`src/rtl/tern_pkg.sv`:
```
package tern_pkg;

    typedef logic [1:0] trit_t;

    // shared code points; zero is 2'b00 in both digit modes
    localparam trit_t TC_ZERO = 2'b00;
    localparam trit_t TC_ONE  = 2'b01;
    localparam trit_t TC_TWO  = 2'b10;
    localparam trit_t TC_POS  = 2'b01;
    localparam trit_t TC_NEG  = 2'b10;
    localparam trit_t TC_BAD  = 2'b11;

    typedef struct packed {
        trit_t digit;
        trit_t ncarry;
    } half_res_t;

    // numeric value of a code, for checks only
    function automatic int trit_value(trit_t c, bit balanced);
        case (c)
            2'b00:   return 0;
            2'b01:   return 1;
            2'b10:   return balanced ? -1 : 2;
            default: return 0;
        endcase
    endfunction

    function automatic logic trit_bad(trit_t c);
        return c == TC_BAD;
    endfunction

endpackage

```
`src/rtl/tern_sum_gate.sv`:
```
module tern_sum_gate
    import tern_pkg::*;
#(
    parameter bit BALANCED = 1'b0
) (
    input  trit_t x,
    input  trit_t y,
    output trit_t z
);
    generate
        if (BALANCED) begin : g_bal
            always_comb begin
                case ({x, y})
                    {TC_NEG, TC_NEG}:  z = TC_POS;
                    {TC_NEG, TC_ZERO}: z = TC_NEG;
                    {TC_NEG, TC_POS}:  z = TC_ZERO;
                    {TC_ZERO, TC_NEG}: z = TC_NEG;
                    {TC_ZERO, TC_ZERO}: z = TC_ZERO;
                    {TC_ZERO, TC_POS}: z = TC_POS;
                    {TC_POS, TC_NEG}:  z = TC_ZERO;
                    {TC_POS, TC_ZERO}: z = TC_POS;
                    {TC_POS, TC_POS}:  z = TC_NEG;
                    default:           z = TC_ZERO;
                endcase
            end
        end else begin : g_uns
            always_comb begin
                case ({x, y})
                    {TC_ZERO, TC_ZERO}: z = TC_ZERO;
                    {TC_ZERO, TC_ONE}:  z = TC_ONE;
                    {TC_ZERO, TC_TWO}:  z = TC_TWO;
                    {TC_ONE, TC_ZERO}:  z = TC_ONE;
                    {TC_ONE, TC_ONE}:   z = TC_TWO;
                    {TC_ONE, TC_TWO}:   z = TC_ZERO;
                    {TC_TWO, TC_ZERO}:  z = TC_TWO;
                    {TC_TWO, TC_ONE}:   z = TC_ZERO;
                    {TC_TWO, TC_TWO}:   z = TC_ONE;
                    default:            z = TC_ZERO;
                endcase
            end
        end
    endgenerate
endmodule

```
`src/rtl/tern_ncarry_gate.sv`:
```
module tern_ncarry_gate
    import tern_pkg::*;
#(
    parameter bit BALANCED = 1'b0
) (
    input  trit_t x,
    input  trit_t y,
    output trit_t z
);
    generate
        if (BALANCED) begin : g_bal
            // negated carry of a signed digit pair
            always_comb begin
                case ({x, y})
                    {TC_NEG, TC_NEG}:   z = TC_POS;
                    {TC_POS, TC_POS}:   z = TC_NEG;
                    default:            z = TC_ZERO;
                endcase
            end
        end else begin : g_uns
            // inverted carry: 2 means none, 1 means one carried
            always_comb begin
                case ({x, y})
                    {TC_ONE, TC_TWO},
                    {TC_TWO, TC_ONE},
                    {TC_TWO, TC_TWO}:   z = TC_ONE;
                    {TC_ZERO, TC_ZERO},
                    {TC_ZERO, TC_ONE},
                    {TC_ZERO, TC_TWO},
                    {TC_ONE, TC_ZERO},
                    {TC_ONE, TC_ONE},
                    {TC_TWO, TC_ZERO}:  z = TC_TWO;
                    default:            z = TC_ZERO;
                endcase
            end
        end
    endgenerate
endmodule

```
`src/rtl/tern_nany_gate.sv`:
```
module tern_nany_gate
    import tern_pkg::*;
#(
    parameter bit BALANCED = 1'b0
) (
    input  trit_t x,
    input  trit_t y,
    output trit_t z
);
    generate
        if (BALANCED) begin : g_bal
            // negated, saturated sum of two inverted carries
            always_comb begin
                case ({x, y})
                    {TC_NEG, TC_NEG},
                    {TC_NEG, TC_ZERO},
                    {TC_ZERO, TC_NEG}:  z = TC_POS;
                    {TC_ZERO, TC_POS},
                    {TC_POS, TC_ZERO},
                    {TC_POS, TC_POS}:   z = TC_NEG;
                    default:            z = TC_ZERO;
                endcase
            end
        end else begin : g_uns
            always_comb begin
                case ({x, y})
                    {TC_TWO, TC_TWO}:   z = TC_ZERO;
                    {TC_ZERO, TC_TWO},
                    {TC_ONE, TC_TWO},
                    {TC_TWO, TC_ZERO},
                    {TC_TWO, TC_ONE}:   z = TC_ONE;
                    {TC_ZERO, TC_ZERO},
                    {TC_ZERO, TC_ONE},
                    {TC_ONE, TC_ZERO},
                    {TC_ONE, TC_ONE}:   z = TC_TWO;
                    default:            z = TC_ZERO;
                endcase
            end
        end
    endgenerate
endmodule

```
`src/rtl/tern_half_adder.sv`:
```
module tern_half_adder
    import tern_pkg::*;
#(
    parameter bit BALANCED = 1'b0
) (
    input  trit_t     x,
    input  trit_t     y,
    output half_res_t res
);
    tern_sum_gate #(.BALANCED(BALANCED)) u_sum (
        .x (x),
        .y (y),
        .z (res.digit)
    );

    tern_ncarry_gate #(.BALANCED(BALANCED)) u_ncarry (
        .x (x),
        .y (y),
        .z (res.ncarry)
    );
endmodule

```
`src/rtl/tern_full_adder.sv`:
```
module tern_full_adder
    import tern_pkg::*;
#(
    parameter bit BALANCED = 1'b0
) (
    input  trit_t a,
    input  trit_t b,
    input  trit_t cin,
    output trit_t sum,
    output trit_t cout
);
    half_res_t first_ha;
    half_res_t second_ha;

    tern_half_adder #(.BALANCED(BALANCED)) u_ha_ops (
        .x   (a),
        .y   (b),
        .res (first_ha)
    );

    tern_half_adder #(.BALANCED(BALANCED)) u_ha_cin (
        .x   (first_ha.digit),
        .y   (cin),
        .res (second_ha)
    );

    tern_nany_gate #(.BALANCED(BALANCED)) u_merge (
        .x (first_ha.ncarry),
        .y (second_ha.ncarry),
        .z (cout)
    );

    assign sum = second_ha.digit;
endmodule

```
`src/rtl/tern_ripple_adder.sv`:
```
module tern_ripple_adder
    import tern_pkg::*;
#(
    parameter int NTRITS   = 4,
    parameter bit BALANCED = 1'b0
) (
    input  logic                clk,
    input  logic                rst,
    input  logic [2*NTRITS-1:0] a_word,
    input  logic [2*NTRITS-1:0] b_word,
    input  logic [1:0]          carry_in,
    output logic [2*NTRITS-1:0] sum_word,
    output logic [1:0]          carry_out,
    output logic                code_err
);
    localparam int WORD_W  = 2 * NTRITS;
    localparam int CHAIN_W = 2 * (NTRITS + 1);

    logic [CHAIN_W-1:0] carry_chain;
    logic [WORD_W-1:0]  sum_comb;
    logic [NTRITS-1:0]  bad_a;
    logic [NTRITS-1:0]  bad_b;
    logic               bad_any;

    assign carry_chain[1:0] = carry_in;

    generate
        for (genvar g = 0; g < NTRITS; g++) begin : g_pos
            tern_full_adder #(.BALANCED(BALANCED)) u_fa (
                .a    (a_word[2*g +: 2]),
                .b    (b_word[2*g +: 2]),
                .cin  (carry_chain[2*g +: 2]),
                .sum  (sum_comb[2*g +: 2]),
                .cout (carry_chain[2*g+2 +: 2])
            );
            assign bad_a[g] = trit_bad(a_word[2*g +: 2]);
            assign bad_b[g] = trit_bad(b_word[2*g +: 2]);

            AST_NO_BAD_SUM: assert property (@(posedge clk) disable iff (rst)
                sum_word[2*g +: 2] != TC_BAD);

            if (BALANCED) begin : g_chk_bal
                AST_DIGIT_IDENTITY_BAL: assert property (@(posedge clk) disable iff (rst)
                    !bad_any |->
                    (trit_value(a_word[2*g +: 2], 1'b1) + trit_value(b_word[2*g +: 2], 1'b1)
                     + trit_value(carry_chain[2*g +: 2], 1'b1)
                     == 3 * trit_value(carry_chain[2*g+2 +: 2], 1'b1)
                        + trit_value(sum_comb[2*g +: 2], 1'b1)));
            end else begin : g_chk_uns
                AST_DIGIT_IDENTITY_UNS: assert property (@(posedge clk) disable iff (rst)
                    !bad_any |->
                    (trit_value(a_word[2*g +: 2], 1'b0) + trit_value(b_word[2*g +: 2], 1'b0)
                     + trit_value(carry_chain[2*g +: 2], 1'b0)
                     == 3 * trit_value(carry_chain[2*g+2 +: 2], 1'b0)
                        + trit_value(sum_comb[2*g +: 2], 1'b0)));
            end
        end
    endgenerate

    assign bad_any = (|bad_a) | (|bad_b) | trit_bad(carry_in);

    always_ff @(posedge clk) begin
        if (rst) begin
            sum_word  <= '0;
            carry_out <= TC_ZERO;
            code_err  <= 1'b0;
        end else begin
            sum_word  <= sum_comb;
            carry_out <= carry_chain[CHAIN_W-1 -: 2];
            code_err  <= bad_any;
        end
    end

    AST_RESET_CLEAR: assert property (@(posedge clk)
        rst |=> (sum_word == '0 && carry_out == TC_ZERO && !code_err));

    AST_NO_BAD_CARRY: assert property (@(posedge clk) disable iff (rst)
        carry_out != TC_BAD);

    AST_ERR_RAISED: assert property (@(posedge clk) disable iff (rst)
        trit_bad(carry_in) |=> code_err);

endmodule

```
`config.mk`:
```
export PLATFORM = sky130hd
export DESIGN_NAME = tern_ripple_adder
export DESIGN_NICKNAME = d
export VERILOG_FILES = /design/src/rtl/tern_pkg.sv /design/src/rtl/tern_sum_gate.sv /design/src/rtl/tern_ncarry_gate.sv /design/src/rtl/tern_nany_gate.sv /design/src/rtl/tern_half_adder.sv /design/src/rtl/tern_full_adder.sv /design/src/rtl/tern_ripple_adder.sv
export SDC_FILE = /design/constraint.sdc
export NUM_CORES = 1
export LEC_CHECK = 0
export BUFFER_PORTS_ARGS = -buffer_cell sky130_fd_sc_hd__buf_2
export CAP_MARGIN = 20
export CORE_MARGIN = 3
export CORE_UTILIZATION = 50
export CTS_CLUSTER_DIAMETER = 80
export CTS_CLUSTER_SIZE = 12
export DETAILED_ROUTE_END_ITERATION = 8
export PLACE_DENSITY = 0.73
export SLEW_MARGIN = 10
export SYNTH_ARGS = -nofsm -noshare
export SYNTH_HDL_FRONTEND = slang
export SYNTH_SLANG_ARGS = --single-unit
```
`constraint.sdc`:
```
create_clock -name clk -period 12.3 [get_ports clk]
set_input_delay 1.845 -clock clk [delete_from_list [all_inputs] [get_ports clk]]
set_output_delay 1.845 -clock clk [all_outputs]
set_load 0.1 [all_outputs]
```
==> results of run 1 <==
==> path summary, 6_finish.rpt <==
path,from,end,cells after the start
worst max-delay path,b_word[1],carry_out[0],23
worst min-delay path,rst,sum_word[3],2
==> Yosys cell counts, types with 4 or more instances <==
cell | count | area (sq um)
a21oi_1 | 15 | 75.1
clkbuf_1 | 6 | 22.5
dfxtp_1 | 11 | 220
mux2i_1 | 9 | 90.1
ha_1 | 28 | 350
a31oi_1 | 5 | 31.3
nand3b_1 | 7 | 52.6
nand2b_1 | 6 | 37.5
nor2_1 | 15 | 56.3
inv_1 | 19 | 71.3
o221ai_1 | 4 | 35.0
o21ai_0 | 9 | 45.0
nand2_1 | 16 | 60.1
o211ai_1 | 4 | 30.0
==> where the power goes <==
group | switching (uW) | internal [uW]
logic | 61.6 | 26.9
registers | 0.759 | 39.2
clock network | 13.4 | 12.5
total | 75.7 | 78.6
==> logic make-up after synthesis <==
logic type,synth area share
simple gates,0.204
compound gates,0.287
buf+inv,0.0769
fa+ha+maj,0.201
xor+xnor,0.00503
mux,0.0991
flops,0.126
==> routing by layer <==
| layer | up-vias | GRT usage | routed length (microns) |
|---|---|---|---|
| met5 | - | 0 | 0 |
| met4 | 0 | 0.0725 | 63 |
| met1 | 669 | 0.241 | 1740 |
| met2 | 45 | 0.290 | 1520 |
| li1 | 847 | - | - |
| met3 | 6 | 0.0191 | 215 |
==> area by class of cell <==
type,instances,area share
Tap cell,44,0.0288
Inverter,20,0.0392
Clock buffer,4,0.0137
Timing Repair Buffer,30,0.0784
Sequential cell,11,0.115
Multi-Input combinational cell,177,0.725
==> metrics by stage <==
step | cells | total power (uW) | util
after CTS | 286 | 155 | 0.602
final | 286 | 154 | 0.602
after floorplan | 219 | 113 | -
after global routing | 286 | 166 | 0.602
after detailed placement | 282 | 129 | 0.594
after global placement | 282 | 128 | 0.594
==> sequential cells by signal, indices dropped and copies added, names as in the netlist <==
signal     cells
code_err       1
sum_word       8
carry_out      2
==> impl_metrics.toml, run 1 <==
[clock_tree]
cts.path.max_buffers = 2
clockRootBuffer = "clkbuf_4"
post_cts_buffers = 0
hold_buffers = 0
cts_made_buffers = 3
cts_tree = "built"
clock-sinks = 11
cts-resized-gates = 0
cts_htree_levels = 1
clkSlewWorstSetupHoldPaths_ns = 0.08

[routing]
ant_nets = 0
drc = 0
routed_wl_microns = 3540
via_count = 1567
drtPass1Iterations = 4
drt_iter0_drc = 135
avgViaCountPerCell = 5.48
wl_per_cell_microns = 12.4

[grt]
grt_usage = 0.179
gr-total-overflow = 0
grt_pass1_vias = 1486
grt_first_pass_wirelength_microns = 6130
antenna_found_initial = 0
grt_max_degree = 18

[worst_setup_path]
criticalPathCategory = "in2reg"
critPathMaxFanout = 5
critPathSlowestCell = "a222oi_1"
crit_buf_inv = 4
required_ns = 12.45
end_kind = "flip-flop"
start_kind = "primary input"
cp_cell_sequence = "buf_2 -> inv_1 -> ha_1 -> mux2i_1 -> o21a_1 -> o211a_2 -> or3_4 -> nand2_1 -> inv_1 -> ha_1 -> inv_1 -> o221ai_1 -> a41oi_1 -> nor2_1 -> a222oi_1 -> a21oi_1 -> nor2_1 -> mux2_1 -> ha_1 -> nand2_1 -> o211ai_1 -> o31ai_2 -> mux2_1"
crit_arrival_ns = 6.19
cpPeakStageDelay_ns = 0.56
crit_family = "compound AO/OA/AOI/OAI gates"

[synthesis]
synth_nets = 267
ys_warn_count = 0
seq_area_frac_synth = 0.126
syn_inst = 219
ys_seq_elements = 11
synth_edf_count = 0
synth_flop_cell = "dfxtp_1"
synthDistinctLibCells = 58
synth-async-reset-ratio = 0
netlist_area_sq_um = 1740
syn_area_per_cell_sq_um = 7.95

[placement]
dp_hpwl_microns = 2830
dp_slack_ns = 6.02
gp_congestion = 0.843
numPortBuffers = 30
post_dp_cell_area_sq_um = 1890

[floorplan]
dieArea_sq_um = 4230
dieWidth_microns = 65.0
start_util = 0.548
io_pins = 31
fp.coreArea_sq_um = 3180
rows = 20
die_h_microns = 65.0

[pwr]
powerDensity_nw_per_um2 = 80.6
p_leak_uw = 0.000890
ir_worst_vdd_mv = 0.0358

[sta]
setup_tns_ns = 0
post-route-min-period_ns = 6.04
clock.fmax_ghz = 0.166
slew_headroom = 0.629
hold_viol = 0
setup_viol = 0
fin_ws_ns = 6.26
worstMarginPinSlew_ns = 0.557
rsz0062_at_grt = "no"
finalCritPeriodShare = 0.491
drv_slew = 0
holdWs_ns = 1.89

[cells_and_area]
area_growth_pct = 9.91
final_common_cell = "buf_2"
num_antenna_cells = 0
nNetsFinal = 291
final_area_sq_um = 1910
fill_cells = 304
layout_common_cells = "buf_2, ha_1, inv_1, nand2_1"
regArea_sq_um = 220
final_layout_size_suffix_gt1_frac = 0.198
multi_input_area_sq_um = 1390

[hold_path]
hp-class = "in2reg"

[outcome]
status = "finished, final reports clean"

[flow_run]
drv_cap = 0
No activity file was read; power rests on OpenSTA's default activity.
==> run 2: changes to the inputs <==
--- a/config.mk
+++ b/config.mk
@@ -5,6 +5,7 @@
 export SDC_FILE = /design/constraint.sdc
 export NUM_CORES = 1
 export LEC_CHECK = 0
+export ABC_AREA = 1
 export BUFFER_PORTS_ARGS = -buffer_cell sky130_fd_sc_hd__buf_2
 export CAP_MARGIN = 20
 export CORE_MARGIN = 3
@@ -12,7 +13,7 @@
 export CTS_CLUSTER_DIAMETER = 80
 export CTS_CLUSTER_SIZE = 12
 export DETAILED_ROUTE_END_ITERATION = 8
-export PLACE_DENSITY = 0.73
+export PLACE_DENSITY = 0.77
 export SLEW_MARGIN = 10
 export SYNTH_ARGS = -nofsm -noshare
 export SYNTH_HDL_FRONTEND = slang
==> constraint.sdc (replaced) <==
create_clock -name clk -period 5.1 [get_ports clk]
set_input_delay 0.765 -clock clk [delete_from_list [all_inputs] [get_ports clk]]
set_output_delay 0.765 -clock clk [all_outputs]
set_load 0.1 [all_outputs]
==> run 2 against run 1 <==
Effect of this change: first-iteration DRC count is 74% lower; area after synthesis down 14%; die area fell by 13%; non-clock buffer count unchanged; design area fell by 11%.
==> impl_metrics.toml, run 2 <==
[outcome]
status = "finished, final reports clean"

[synthesis]
synth_flop_cell = "dfxtp_1"
synth_edf_count = 0
synthDistinctLibCells = 27
syn_inst = 224
synth_xor_area_frac = 0
synth_simple_gate_area_frac = 0.319
synth_area_leaders = "ha_1, dfxtp_1, nand2_1, inv_1, nand3_1"
syn_area_per_cell_sq_um = 6.66
synth-async-reset-ratio = 0
synth_most_common_cell = "nand2_1"
synthAdderAreaFrac = 0.235
seq_area_frac_synth = 0.148
synth_compound_area_frac = 0.195
synth.area.mux_share = 0
ys_warn_count = 0
yosysTopAreaCell = "ha_1"
synth_nets = 272
ys_seq_elements = 11
netlist_area_sq_um = 1490
netlist.area_leader.share = 0.235
ys_top_cells_by_count = "nand2_1, inv_1, ha_1"
synth_top_family_by_area = "simple AND/OR/NAND/NOR gates"

[routing]
routed-wl-met2_microns = 1310
wl_met1_microns = 1420
drt_iter0_drc = 35
wl_met3_microns = 149
drc = 0
wl_per_cell_microns = 10.1
via_count = 1491
top_layer_used = "met4"
avgViaCountPerCell = 5.16
ant_nets = 0
drtPass1Iterations = 4
routed_wl_microns = 2920

[sta]
holdWs_ns = 0.726
rsz0062_at_grt = "no"
clock.fmax_ghz = 0.252
fin_ws_ns = 1.13
setup_viol = 0
post-route-min-period_ns = 3.97
setup_tns_ns = 0
slew_headroom = 0.647
finalCritPeriodShare = 0.779
drv_slew = 0
worstMarginPinSlew_ns = 0.526
hold_viol = 0

[worst_setup_path]
cp.depth = 26
critPathMaxFanout = 4
criticalPathCategory = "in2reg"
critPathSlowestCell = "o311ai_1"
crit_start = "b_word[0]"
crit_buf_inv = 7
cpPeakStageDelay_ns = 0.38
crit_arrival_ns = 4.14
start_kind = "primary input"
required_ns = 5.27
crit_family = "compound AO/OA/AOI/OAI gates"
end_kind = "flip-flop"

[pwr]
ir_worst_vdd_mv = 0.0721
p_switching_uw = 191
internal-power_uw = 180
p_seq_frac = 0.262
p_leak_uw = 0.000964
combinationalPowerShare = 0.573
powerDensity_nw_per_um2 = 217
p_clk_frac = 0.166
switching_share = 0.514

[cells_and_area]
largest_reg_flops = 8
num_antenna_cells = 0
fill_cells = 281
area_growth_pct = 14.5
final_common_cell = "nand2_1"
final_layout_size_suffix_gt1_frac = 0.240
max_flop_register = "sum_word"
layout_common_cells = "nand2_1, inv_1, buf_2, ha_1, nand3_1"
reg_top3 = "sum_word (8), carry_out (2), code_err (1)"
nNetsFinal = 307

[hold_path]
worstHoldStart = "rst"
hp-class = "in2reg"
whs_path_depth = 2

[grt]
grt_usage = 0.177
grt_pass1_vias = 1261
gr-total-overflow = 0
antenna_found_initial = 0
grt_first_pass_wirelength_microns = 5090
grt_max_degree = 9

[clock_tree]
cts.path.max_buffers = 2
cts_tree = "built"
hold_buffers = 0
cts_made_buffers = 3
clkSlewWorstSetupHoldPaths_ns = 0.08
cts-resized-gates = 0
clock-sinks = 11
post_cts_buffers = 0
clockRootBuffer = "clkbuf_4"
cts_htree_levels = 1

[placement]
dp_slack_ns = 0.832
dp_hpwl_microns = 2520
numPortBuffers = 30
gp_congestion = 0.829

[floorplan]
dieWidth_microns = 60.6
rows = 19
die_h_microns = 60.6
io_pins = 31
dieArea_sq_um = 3670
start_util = 0.532
fp.coreArea_sq_um = 2810

[flow_run]
drv_cap = 0
## run 2: cell types whose count changed after synthesis, moves of 7 or more
cell | before | now
nand2_1 | 16 | 49
nand3_1 | 0 | 18
inv_1 | 19 | 35
mux2i_1 | 9 | 0
nand2_2 | 0 | 9
nand3b_1 | 7 | 0
nor2_1 | 15 | 8
## run 2: layout make-up
type / instances / area [sq um] / share of cell area
tap: 31 / 38.8 / 0.0227
clock buffer: 3 / 22.5 / 0.0132
multi-input combinational: 172 / 1120 / 0.654
timing repair buffer: 30 / 150 / 0.0879
inverter: 41 / 154 / 0.0901
sequential: 11 / 220 / 0.129
clock inverter: 1 / 5.00 / 0.00293
## run 2: stage by stage
step / area, sq um / total power [uW] / utilization / cells
global placement: 1680 / 310 / 0.599 / 285
finish: 1710 / 371 / 0.609 / 289
floorplan: 1490 / 269 / - / 224
detailed placement: 1680 / 311 / 0.599 / 285
global route: 1710 / 402 / 0.609 / 289
CTS: 1710 / 373 / 0.609 / 289
## run 2: power groups by stage
stage	Combinational [uW]	Clock (uW)	Sequential (uW)
final	212	61.5	97.0
after global routing	235	69.1	98.1
after CTS	213	63.2	97.1
after detailed placement	212	0	99.1
after global placement	211	0	99.1
after floorplan	99.8	0	169
## run 2: per-layer routing
layer,track usage,up-vias
met5,0,-
met4,0.0557,0
met3,0.0426,4
met2,0.290,30
met1,0.230,647
li1,-,810
## run 2: logic make-up after synthesis
kind of cell,count (synthesis)
AO/OA/AOI/OAI,47
adder cells (fa/ha/maj),28
buffers and inverters,41
flip-flops,11
AND/OR/NAND/NOR,97
## run 2: worst paths after layout
path                  endpoint
setup / recovery  carry_out[0]
hold / removal     sum_word[0]
